### src/rtl/varb_pkg.sv
package varb_pkg;
  localparam logic [7:0] SEL_POP_CODE = 8'h8F;
  localparam logic [7:0] ST_NONE      = 8'hE8;
  localparam logic [2:0] TAG_WAVE     = 3'b011;
  localparam logic [2:0] TAG_RAMP     = 3'b100;
  localparam int         IRQ_WAVE_BIT = 5;
  localparam int         IRQ_RAMP_BIT = 6;
  localparam int         VOICE_FIELD  = 5;

  typedef enum logic [1:0] {
    SRC_NONE = 2'd0,
    SRC_WAVE = 2'd1,
    SRC_RAMP = 2'd2
  } src_e;

  // status byte = source tag in [7:5], voice number in [4:0]
  function automatic logic [7:0] status_code(src_e src, logic [VOICE_FIELD-1:0] voice);
    case (src)
      SRC_WAVE: status_code = {TAG_WAVE, voice};
      SRC_RAMP: status_code = {TAG_RAMP, voice};
      default:  status_code = ST_NONE;
    endcase
  endfunction

  // merge pending summaries into the foreign status bits
  function automatic logic [7:0] merge_status(logic [7:0] ext, logic w_any, logic r_any);
    logic [7:0] m;
    m = ext;
    m[IRQ_WAVE_BIT] = w_any;
    m[IRQ_RAMP_BIT] = r_any;
    return m;
  endfunction
endpackage

### src/rtl/varb_pend_vec.sv
module varb_pend_vec #(
  parameter int NV = 31
) (
  input  logic          clk,
  input  logic          rst_n,
  input  logic          soft_clr,
  input  logic [NV-1:0] set_i,
  input  logic [NV-1:0] clr_i,
  output logic [NV-1:0] pend_o,
  output logic          any_o
);
  logic [NV-1:0] pend_q;
  logic [NV-1:0] pend_d;

  always_comb begin
    if (soft_clr) pend_d = '0;
    else          pend_d = (pend_q & ~clr_i) | set_i;
  end

  always_ff @(posedge clk or negedge rst_n) begin
    if (!rst_n) pend_q <= '0;
    else        pend_q <= pend_d;
  end

  assign pend_o = pend_q;
  assign any_o  = |pend_q;

  // a new set pulse survives a clear in the same cycle
  p_set_wins_r8: assert property (@(posedge clk) disable iff (!rst_n)
    (!soft_clr && (set_i != '0)) |=> ((pend_o & $past(set_i)) == $past(set_i)));

  p_soft_clear_r10: assert property (@(posedge clk) disable iff (!rst_n)
    soft_clr |=> (pend_o == '0));
endmodule

### src/rtl/varb_prio_enc.sv
module varb_prio_enc #(
  parameter int NV   = 31,
  parameter int IDXW = 5
) (
  input  logic [NV-1:0]   req,
  output logic [NV-1:0]   grant,
  output logic [IDXW-1:0] idx,
  output logic            valid
);
  logic [NV:0] seen;
  assign seen[0] = 1'b0;

  genvar g;
  generate
    for (g = 0; g < NV; g++) begin : g_chain
      assign grant[g]  = req[g] & ~seen[g];
      assign seen[g+1] = seen[g] | req[g];
    end
  endgenerate

  assign valid = seen[NV];

  always_comb begin
    idx = '0;
    for (int i = 0; i < NV; i++) begin
      if (grant[i]) idx = idx | IDXW'(i);
    end
  end
endmodule

### src/rtl/varb_status_reg.sv
module varb_status_reg (
  input  logic       clk,
  input  logic       rst_n,
  input  logic       load,
  input  logic [7:0] code_i,
  output logic [7:0] status_o
);
  import varb_pkg::*;

  always_ff @(posedge clk or negedge rst_n) begin
    if (!rst_n)    status_o <= ST_NONE;
    else if (load) status_o <= code_i;
  end

  p_hold_r7: assert property (@(posedge clk) disable iff (!rst_n)
    !load |=> $stable(status_o));
endmodule

### src/rtl/voice_irq_arbiter.sv
module voice_irq_arbiter #(
  parameter int NV = 31
) (
  input  logic          clk,
  input  logic          rst_n,
  input  logic          soft_rst,
  input  logic [NV-1:0] wave_set,
  input  logic [NV-1:0] ramp_set,
  input  logic          sel_wr,
  input  logic [7:0]    sel_code,
  input  logic [7:0]    ext_irq,
  output logic [7:0]    status_byte,
  output logic [NV-1:0] wave_clr,
  output logic [NV-1:0] ramp_clr,
  output logic [7:0]    irq_status,
  output logic          irq_line
);
  import varb_pkg::*;

  localparam int IDXW = (NV > 1) ? $clog2(NV) : 1;

  logic [NV-1:0]   wave_pend, ramp_pend;
  logic            wave_any, ramp_any;
  logic [NV-1:0]   w_grant, r_grant;
  logic [IDXW-1:0] w_idx, r_idx;
  logic            w_valid, r_valid;
  logic            pop;
  logic            serve_wave, serve_ramp;
  src_e            pop_src;
  logic [VOICE_FIELD-1:0] pop_voice;
  logic [7:0]      pop_code;

  assign pop = sel_wr && (sel_code == SEL_POP_CODE);

  varb_pend_vec #(.NV(NV)) u_wave_pend (
    .clk(clk), .rst_n(rst_n), .soft_clr(soft_rst),
    .set_i(wave_set), .clr_i(wave_clr),
    .pend_o(wave_pend), .any_o(wave_any));

  varb_pend_vec #(.NV(NV)) u_ramp_pend (
    .clk(clk), .rst_n(rst_n), .soft_clr(soft_rst),
    .set_i(ramp_set), .clr_i(ramp_clr),
    .pend_o(ramp_pend), .any_o(ramp_any));

  varb_prio_enc #(.NV(NV), .IDXW(IDXW)) u_wave_enc (
    .req(wave_pend), .grant(w_grant), .idx(w_idx), .valid(w_valid));

  varb_prio_enc #(.NV(NV), .IDXW(IDXW)) u_ramp_enc (
    .req(ramp_pend), .grant(r_grant), .idx(r_idx), .valid(r_valid));

  // wavetable source has strict precedence
  assign serve_wave = pop && w_valid;
  assign serve_ramp = pop && !w_valid && r_valid;

  assign wave_clr = serve_wave ? w_grant : '0;
  assign ramp_clr = serve_ramp ? r_grant : '0;

  always_comb begin
    if (serve_wave) begin
      pop_src   = SRC_WAVE;
      pop_voice = VOICE_FIELD'(w_idx);
    end else if (serve_ramp) begin
      pop_src   = SRC_RAMP;
      pop_voice = VOICE_FIELD'(r_idx);
    end else begin
      pop_src   = SRC_NONE;
      pop_voice = '0;
    end
  end

  assign pop_code = status_code(pop_src, pop_voice);

  varb_status_reg u_status (
    .clk(clk), .rst_n(rst_n), .load(pop),
    .code_i(pop_code), .status_o(status_byte));

  assign irq_status = merge_status(ext_irq, wave_any, ramp_any);
  assign irq_line   = |irq_status;

  p_single_clear_r11: assert property (@(posedge clk) disable iff (!rst_n)
    ($countones({wave_clr, ramp_clr}) <= 1));

  p_wave_first_r4: assert property (@(posedge clk) disable iff (!rst_n)
    (pop && (wave_pend != '0)) |-> (ramp_clr == '0));

  p_wave_code_r3: assert property (@(posedge clk) disable iff (!rst_n)
    (pop && (wave_pend != '0)) |=> (status_byte[7:5] == TAG_WAVE));

  p_ramp_code_r5: assert property (@(posedge clk) disable iff (!rst_n)
    (pop && (wave_pend == '0) && (ramp_pend != '0)) |=> (status_byte[7:5] == TAG_RAMP));

  p_none_code_r6: assert property (@(posedge clk) disable iff (!rst_n)
    (pop && (wave_pend == '0) && (ramp_pend == '0)) |=> (status_byte == ST_NONE));

  p_served_gone_r3: assert property (@(posedge clk) disable iff (!rst_n)
    (wave_clr != '0) |=> ((wave_pend & $past(wave_clr) & ~$past(wave_set)) == '0));

  p_clr_hits_pending_r5: assert property (@(posedge clk) disable iff (!rst_n)
    (ramp_clr != '0) |-> ((ramp_clr & ramp_pend) == ramp_clr));

  p_no_pop_no_clear_r7: assert property (@(posedge clk) disable iff (!rst_n)
    !pop |-> ((wave_clr == '0) && (ramp_clr == '0)));
endmodule

### config.mk
export PLATFORM = sky130hd
export DESIGN_NAME = voice_irq_arbiter
export DESIGN_NICKNAME = d
export VERILOG_FILES = /design/src/rtl/varb_pkg.sv /design/src/rtl/varb_pend_vec.sv /design/src/rtl/varb_prio_enc.sv /design/src/rtl/varb_status_reg.sv /design/src/rtl/voice_irq_arbiter.sv
export SDC_FILE = /design/constraint.sdc
export NUM_CORES = 1
export LEC_CHECK = 0
export CORE_ASPECT_RATIO = 1.2
export CORE_MARGIN = 4
export CORE_UTILIZATION = 44
export DETAILED_ROUTE_END_ITERATION = 6
export DONT_BUFFER_PORTS = 1
export MAX_ROUTING_LAYER = met4
export PLACE_DENSITY = 0.67
export RECOVER_POWER = 25
export SLEW_MARGIN = 10
export SYNTH_ARGS = -nofsm -noshare
export SYNTH_HDL_FRONTEND = slang
export SYNTH_SLANG_ARGS = --single-unit
### constraint.sdc
create_clock -name clk -period 6.9 [get_ports clk]
set_input_delay 0.345 -clock clk [delete_from_list [all_inputs] [get_ports clk]]
set_output_delay 0.345 -clock clk [all_outputs]
set_load 0.1 [all_outputs]
# [Word-level counts from Yosys, hierarchy flattened]
# Index checks and enable logic that the tools add are counted.
[totals] out_inout_bits=79 regBits=70
[op_classes] eq_ne=3 n_bitwise=186 muxes=71 n_reduce_logical=8
[ops] op="5-bit 2-to-1 mux" n=33
[ops] op="31-bit 2-to-1 mux" n=4
[ops] op="68-bit OR reduction" n=1
[ops] op="4-bit 2-to-1 mux" n=16
[ops] op="31-bit AND" n=2
[ops] op="31-bit NOT" n=2
[ops] op="31-bit OR" n=2
[ops] op="31-bit OR reduction" n=2
[ops] op="1-bit AND" n=60
[ops] op="1-bit NOT" n=60
[ops] op="1-bit OR" n=60
[ops] op="3-bit 2-to-1 mux" n=8
[ops] op="8-bit one-hot mux with 2 select lines" n=1
[ops] op="2-bit 2-to-1 mux" n=7
[ops] op="8-bit equality test, second input constant" n=1
[ops] op="1-bit logical AND" n=4
[ops] op="2-bit by 1-bit equality test with 1-bit output, second input constant" n=1
[ops] op="2-bit equality test, second input constant" n=1
[ops] op="1-bit 2-to-1 mux" n=2
[ops] op="1-bit logical NOT" n=1

# [Logic depth before layout (Yosys ltp)]
# Gate-level depths: netlist of run 1.
[logic_depth] ltp_word=38 mapped_depth=10

# [Cells and area by module]
# From an unflattened synthesis of run 1, not the netlist that was laid out.
[hier_totals] hier_cells=695 area_unflattened_um2=5552.8
[by_module_without_submodules] mod="varb_pend_vec" cells_per_inst=137 instances=2 seq_area_each_um2=775.7 area_each_um2=1251.2
[by_module_without_submodules] mod="varb_prio_enc" cells_per_inst=106 instances=2 seq_area_each_um2=0.0 area_each_um2=699.4
[by_module_without_submodules] mod="voice_irq_arbiter" cells_per_inst=192 instances=1 seq_area_each_um2=0.0 area_each_um2=1315.0
[by_module_without_submodules] mod="varb_status_reg" cells_per_inst=17 instances=1 seq_area_each_um2=205.2 area_each_um2=336.6

# [Worst setup path before layout of run 1]
# Ideal clock, no wire load.
[synth_path] kind="reg2out" start="register u_wave_pend.pend_q[8] (netlist: u_wave_pend.pend_o[8])" end="output port ramp_clr[10]" t_required_ns=6.555 setup_slack_ns=1.756 stages_incl_launch_ff=7 path_buffers=1 t_arrival_ns=4.799 cell_sequence="dfrtp_1 > nor4_1 > nand4_2 > nor4_4 > nand2_4 > buf_4 > nor4_1"
[synth_via] elab_chain_len=27
[synth_rtl] item="from (decl)" line="varb_pend_vec.sv:12" source="logic [NV-1:0] pend_q;"
[synth_rtl] item="from (signal assigned)" line="varb_pend_vec.sv:22" source="else pend_q <= pend_d;"
[synth_rtl] item="1-bit OR (23 in a row)" line="varb_prio_enc.sv:17" source="assign seen[g+1] = seen[g] | req[g];"
[synth_rtl] item="1-bit logical NOT" line="voice_irq_arbiter.sv:53" source="assign serve_ramp = pop && !w_valid && r_valid;"
[synth_rtl] item="1-bit logical AND (2 in a row)" line="voice_irq_arbiter.sv:53"
[synth_rtl] item="31-bit 2-to-1 mux" line="voice_irq_arbiter.sv:56" source="assign ramp_clr = serve_ramp ? r_grant : '0;"
[synth_rtl] item="to (decl)" line="voice_irq_arbiter.sv:14" source="output logic [NV-1:0] ramp_clr,"
# Every way passes these cells.

# [Final worst setup path of run 1]
[layout_path] start="register u_wave_pend.pend_q[16] (netlist: u_wave_pend.pend_o[16])" end="output port ramp_clr[19]"
[layout_via] elab_chain_len=19
[layout_rtl] item="1-bit OR (15 in a row)" line="varb_prio_enc.sv:17"
[layout_rtl] item="1-bit logical NOT" line="voice_irq_arbiter.sv:53"
[layout_rtl] item="1-bit logical AND (2 in a row)" line="voice_irq_arbiter.sv:53"
[layout_rtl] item="31-bit 2-to-1 mux" line="voice_irq_arbiter.sv:56"
# Every way passes these cells.

==> results of run 1 <==
## cell usage in the layout (no fill, tap or decap), drive strengths merged, types with 2 or more instances in the layout
cell,instances
and4,3
nand2,19
a21boi,2
nand3,23
a211oi,2
a21oi,67
a31oi,4
clkbuf,23
nor3b,8
o21ai,29
nor3,25
nor2b,5
dfstp,3
dfrtp,66
o31a,3
buf,13
or4,7
inv,42
o211ai,3
o31ai,8
nand2b,6
nor4,20
and2,6
nor4b,3
nand4,15
nor2,86
and3,23
or3,4
## layout make-up
class / instances / area (µm²) / share of cell area [%]
multi-input combinational: 391 / 2320 / 45.7
inverter: 42 / 158 / 3.11
clock inverter: 1 / 5.00 / 0.0988
timing repair buffer: 22 / 427 / 8.42
sequential: 69 / 1730 / 34.1
tap: 123 / 154 / 3.04
clock buffer: 15 / 278 / 5.48
## worst max-delay path, cell delays in order, from the launching register on
cell and delay, ns:
dfrtp_1 0.43, nor4_1 0.75, nand4_2 0.36, nor4_4 0.79, nand3_1 0.45, nor2_2 0.96
## stage by stage
| stage | worst slack, ns | total power (W) | instance area [µm²] | hold WS (ns) |
|---|---|---|---|---|
| floorplan | 1.76 | 0.000572 | 4270 | 0.0494 |
| global placement | 2.85 | 0.000575 | 4770 | 0.0513 |
| detailed placement | 2.80 | 0.000579 | 4770 | 0.0513 |
| CTS | 2.44 | 0.00103 | 5090 | 0.0618 |
| global route | 1.97 | 0.00107 | 5070 | 0.0547 |
| finish | 2.47 | 0.00102 | 5070 | 0.0770 |
## worst paths after layout
path                                                   from                               end  slack [ns]
setup / recovery           u_wave_pend.pend_o[16]$_DFF_PN0_                      ramp_clr[19]        2.47
min in group asynchronous                             rst_n  u_wave_pend.pend_o[13]$_DFF_PN0_        1.91
max in group asynchronous                             rst_n  u_ramp_pend.pend_o[18]$_DFF_PN0_        2.84
hold / removal                                     soft_rst   u_wave_pend.pend_o[8]$_DFF_PN0_        0.08
hold reg to reg            u_wave_pend.pend_o[30]$_DFF_PN0_  u_wave_pend.pend_o[30]$_DFF_PN0_        0.54
setup reg to reg            u_ramp_pend.pend_o[2]$_DFF_PN0_  u_status.status_o[0]$_DFFE_PN0P_        3.27
## routing by layer
| layer | vias to the layer above | part of all wire [%] |
|---|---|---|
| met3 | 23 | 7.7 |
| met2 | 171 | 51 |
| met5 | - | 0 |
| met1 | 2009 | 39 |
| li1 | 1919 | - |
| met4 | 0 | 1.6 |
## kinds of logic after synthesis
kind of cell | share of synthesized area [%]
mux | 0.234
compound gates | 17.8
simple gates | 33.1
flops | 40.5
buf+inv | 8.32
## state kept, by name, indices dropped and copies added (netlist names)
name	cells
u_status.status_o	7
u_wave_pend.pend_o	31
u_ramp_pend.pend_o	31
## power breakdown
part	internal (W)	switching [W]	total, W
clock	0.000273	0.000167	0.000439
sequential	0.000432	0.0000559	0.000488
combinational	0.0000368	0.0000588	0.0000956
## timing repair
| action | 4_1_cts | 5_1_grt |
|---|---|---|
| hold buffers | 2 | 0 |
| endpoints found under the setup margin | 0 | 0 |
| hold endpoints to repair | 69 | 0 |
| buffers inserted | 0 | 0 |
| gates resized for setup | 0 | 0 |
==> metrics, run 1 <==
worst ir drop on vdd=143 µV; DR WL/cell=19.4 µm; input/output buffers=0; CP Max Fanout=14; core area=0.00952 mm²; Setup TNS Final=0 ns; Post-Syn Instances=536; run status=complete, but fails checks; HPWL Detailed=9.59 mm; clock sinks=69; R2R cell count=6; Clock H-tree levels=3; placed cells=645; Die ar.=0.0114 mm²; synth-to-layout area growth=18.6%; Placer Congestion=0.893; Netlist cell types=62; Hold Vio Cnt, Final=0; HP Class=in -> reg; fraction of registers with async set/reset=100%; vias=4122; Synth top area share=38.7%; Setup crit start kind=flop; 1st-iter DRT viols=162; Static Leak=2.07 nW; CTS clk-pin slew, worst paths=0.06 ns; post-synthesis average cell area=7.97 µm²; I/O pins=161; vias in the first global route=4059; first drt pass iteration count=5; Worst-Margin Slew=3.82 ns; Tcrit/Tclk final=64.2%; PD cells=202 mW/mm²; initial antenna violation count=0; FP Rows=39; Initial Util=44.9%; failing checks=max-capacitance violations, max-slew violations; Final Skew=0.00771 ns; pin count of the biggest net entering global routing=70; RSZ-0062 raised after global routing=false; Seq/Total Area, Yosys=40.5%; Slew HR=-155%; critical path type=reg -> out; highest clock rate=0.226 GHz; Die Wd=97.9 µm; Req. time, crit path=6.55 ns; # setup viols final=0; met3 GRT Util=6.44%; Max-cap violations=1; die height=116 µm; Net Count, Synth=618; fin. max-slew vios=70; EDFF count, synth=0; Tmin final=4.43 ns; Clock Root Buffer=clkbuf_16; WHS Path Cells=1; cell taking the most area after synthesis=dfrtp_1; CTS tree=yes; Yosys warning count=0; GRT Util Overall=23.4%; top cells by area, synth=dfrtp_1 39%, a21oi_1 7.9%, nor2_1 7.6%, inv_1 3.7%, and3_1 3.4%; Finished Layout Cells=663; final design utilization=53.3%; count leader, synth=nor2_1; main flop type after synthesis=dfrtp_1; CTS buffer count=9; GR Util met2=40.0%; Post-Synthesis Cell Area=0.00427 mm²; layout cells sized above 1=15.0%; clk_lat worst skew=0.33 ns; GR Layer Usage met1=26.5%; arrival time at the worst endpoint=4.08 ns; vias per inst=6.22; CP endpoint kind=primary output; first-pass GRT wire length=20.7 mm; Most Used Layer, Global Route=met2; ANT cells=0; CTS Buffer Depth=2; Routed Antenna Nets=0; Routed Wire Length=12.9 mm; Final nets=617; Post-route DRC=0; GR Overflow Total=0; Post-synth top cells=86 x nor2_1, 67 x a21oi_1, 66 x dfrtp_1; layout filler cell count=922; register bit count reported by yosys=69
No activity file was read; power rests on OpenSTA's default activity.
==> run 2, diff against run 1 <==
- PLACE_DENSITY: 0.67 -> 0.69
- clock period: 6.9 -> 3.5 ns (I/O delays scaled with it)
==> run 2 against run 1 <==
Effect of this change: core utilization increased by 14 points; global-route usage is 3.0 points higher; combinational power grew to 2.8 times the previous value; the flow still finishes with violations (max-capacitance violations, max-slew violations); sequential share of layout area shrank 7.2 points; via count rose by 11%.
==> metrics, run 2 (synthesis gave the netlist of run 1 again) <==
vias=4573 (was 4122); I/O pins=161 (unchanged); Final nets=734 (was 617); Tcrit/Tclk final=95.0%; Net Sw Frac=26.1% (was 27.5%); Die Wd=97.9 µm (unchanged); Worst Hold Path EP=u_ramp_pend.pend_o[19]$_DFF_PN0_ (was u_wave_pend.pend_o[8]$_DFF_PN0_); 1st-iter DRT viols=266 (was 162); core area=0.00952 mm² (unchanged); first-pass GRT wire length=23.4 mm (was 20.7 mm); Clock H-tree levels=3 (unchanged); DR WL/cell=18.3 µm (was 19.4 µm); most frequent cells in the layout=68 x nor2_1, 67 x a21oi_1, 66 x dfrtp_1, 57 x dlygate4sd3_1, 46 x buf_4 (was 68 x nor2_1, 67 x a21oi_1, 66 x dfrtp_1, 42 x inv_1, 25 x o21ai_0); fin. max-slew vios=70 (unchanged); CTS buffer count=9 (unchanged); Final Hold Slack=0.00277 ns (was 0.0770 ns); failing checks=max-capacitance violations, max-slew violations (unchanged); Setup crit start kind=flop (unchanged); critical path type=reg -> out (unchanged); Routed Antenna Nets=0 (unchanged); P_sw=0.000598 W (was 0.000281 W); total power=0.00229 W (was 0.00102 W); GRT Util Overall=26.4% (was 23.4%); Worst-Margin Slew=1.75 ns (was 3.82 ns); RSZ-0062 raised after global routing=false (unchanged); layout filler cell count=724 (was 922); Clock Root Buffer=clkbuf_16 (unchanged); combinational share of power=11.9% (was 9.3%); PD cells=356 mW/mm² (was 202 mW/mm²); synth-to-layout area growth=50.4% (was 18.6%); arrival time at the worst endpoint=3.15 ns (was 4.08 ns); clock sinks=69 (unchanged); # setup viols final=0 (unchanged); Final Skew=0.00682 ns (was 0.00771 ns); Max-cap violations=1 (unchanged); pin count of the biggest net entering global routing=70 (unchanged); vias per inst=5.86 (was 6.22); sequential cell area=0.00173 mm² (unchanged); R2R Path End=u_status.status_o[0]$_DFFE_PN0P_ (unchanged); clk_lat worst skew=0.33 ns (about the same); CP Max Fanout=12 (was 14); GR Overflow Total=0 (unchanged); postcts setup bufs=0 (unchanged); HPWL Detailed=10.0 mm (was 9.59 mm); ANT cells=0 (unchanged); layout cells sized above 1=22.1% (was 15.0%); CP endpoint kind=primary output (unchanged); R2R setup slack=0.60 ns (was 3.27 ns); Die ar.=0.0114 mm² (unchanged); sequential power share=42.2% (was 47.7%); CTS Buffer Depth=2 (unchanged); Tmin final=3.32 ns; WHS Path Cells=2 (was 1); input/output buffers=0 (unchanged); CTS tree=yes (unchanged); area of the multi-input gates=0.00241 mm² (was 0.00232 mm²); clock network fraction of total power=46.0% (was 43.0%); vias in the first global route=4686 (was 4059); R2R cell count=6 (unchanged); die height=116 µm (unchanged); Routed Wire Length=14.3 mm (was 12.9 mm); Req. time, crit path=3.32 ns (was 6.55 ns); Slew HR=-16.6% (was -155%); Internal=0.00169 W (was 0.000741 W); Setup TNS Final=0 ns (unchanged); reg2reg start=u_ramp_pend.pend_o[11]$_DFF_PN0_ (was u_ramp_pend.pend_o[2]$_DFF_PN0_); Placer Congestion=0.858 (was 0.893); initial antenna violation count=0 (unchanged); FP Rows=39 (unchanged); first drt pass iteration count=5 (unchanged); HP Class=in -> reg (unchanged); min-delay src=ramp_set[19] (was soft_rst); commonest non-fill, non-tap cell in the layout=nor2_1 (unchanged); Hold Vio Cnt, Final=0 (unchanged); run status=complete, but fails checks (unchanged); Post-route DRC=0 (unchanged); Initial Util=44.9% (unchanged); highest clock rate=0.301 GHz; Static Leak=2.75 nW (was 2.07 nW); CTS clk-pin slew, worst paths=0.05 ns (was 0.06 ns); worst ir drop on vdd=211 µV (was 143 µV)
run 2: cell types whose count changed in the layout (fill, tap and decap cells not counted), sizes merged:
cell and delta:
clkbuf -10, buf +68, dlygate4sd3 +56, bufinv +3
run 2: final cells by class:
type	count	share of cell area (%)
multi-input combinational	391	37.6
tap	123	2.39
timing repair buffer	139	25.4
inverter	42	2.45
clock inverter	4	1.48
sequential	69	26.9
clock buffer	12	3.84
run 2: metrics by stage:
stage	setup WS [ns]	util, %	cell area, µm²	cells
global placement	0.558	57.6	5480	705
finish	0.176	67.5	6430	780
CTS	0.138	67.7	6440	780
detailed placement	0.529	57.6	5480	705
floorplan	-0.293	-	4360	536
global route	0.126	67.5	6430	780
run 2: worst max path at each step:
| stage | cells after the start | from | slack (ns) | endpoint |
|---|---|---|---|---|
| 2_1_floorplan | 6 | u_wave_pend.pend_o[8]$_DFF_PN0_ | -0.29 | ramp_clr[10] |
| 3_3_place_gp | 6 | u_ramp_pend.pend_o[11]$_DFF_PN0_ | 0.56 | ramp_clr[11] |
| 3_5_place_dp | 7 | u_wave_pend.pend_o[26]$_DFF_PN0_ | 0.53 | ramp_clr[18] |
| 4_1_cts | 7 | u_wave_pend.pend_o[26]$_DFF_PN0_ | 0.14 | ramp_clr[18] |
| 5_1_grt | 6 | u_ramp_pend.pend_o[11]$_DFF_PN0_ | 0.13 | ramp_clr[9] |
| 6_report | 6 | u_ramp_pend.pend_o[11]$_DFF_PN0_ | 0.18 | ramp_clr[11] |
run 2: worst max-delay path, cell delays in order (launching register included):
cell and delay (ns):
dfrtp_1 0.46, or4_4 0.55, or3_1 0.46, or3_2 0.64
and2_4 0.27, and4_1 0.25, buf_12 0.17
run 2: metal layers:
| layer | up-vias | routed length (µm) | global-route usage [%] |
|---|---|---|---|
| met5 | - | 0 | - |
| met1 | 2175 | 5290 | 30.2 |
| met3 | 27 | 1160 | 5.96 |
| met2 | 211 | 7460 | 45.3 |
| li1 | 2160 | - | - |
| met4 | 0 | 342 | 10.2 |
run 2: power groups by stage:
stage	registers (W)	logic, W	clock network (W)
after floorplan	0.000936	0.000198	0
after global placement	0.000971	0.000177	0
after detailed placement	0.000976	0.000185	0
after CTS	0.000962	0.000274	0.00107
after global routing	0.000976	0.000302	0.00112
final	0.000966	0.000272	0.00105
run 2: what timing repair did:
action,4_1_cts,5_1_grt
resized for setup,0,1
hold buffers,59,0
endpoints found under the hold margin,131,0
endpoints found under the setup margin,0,2
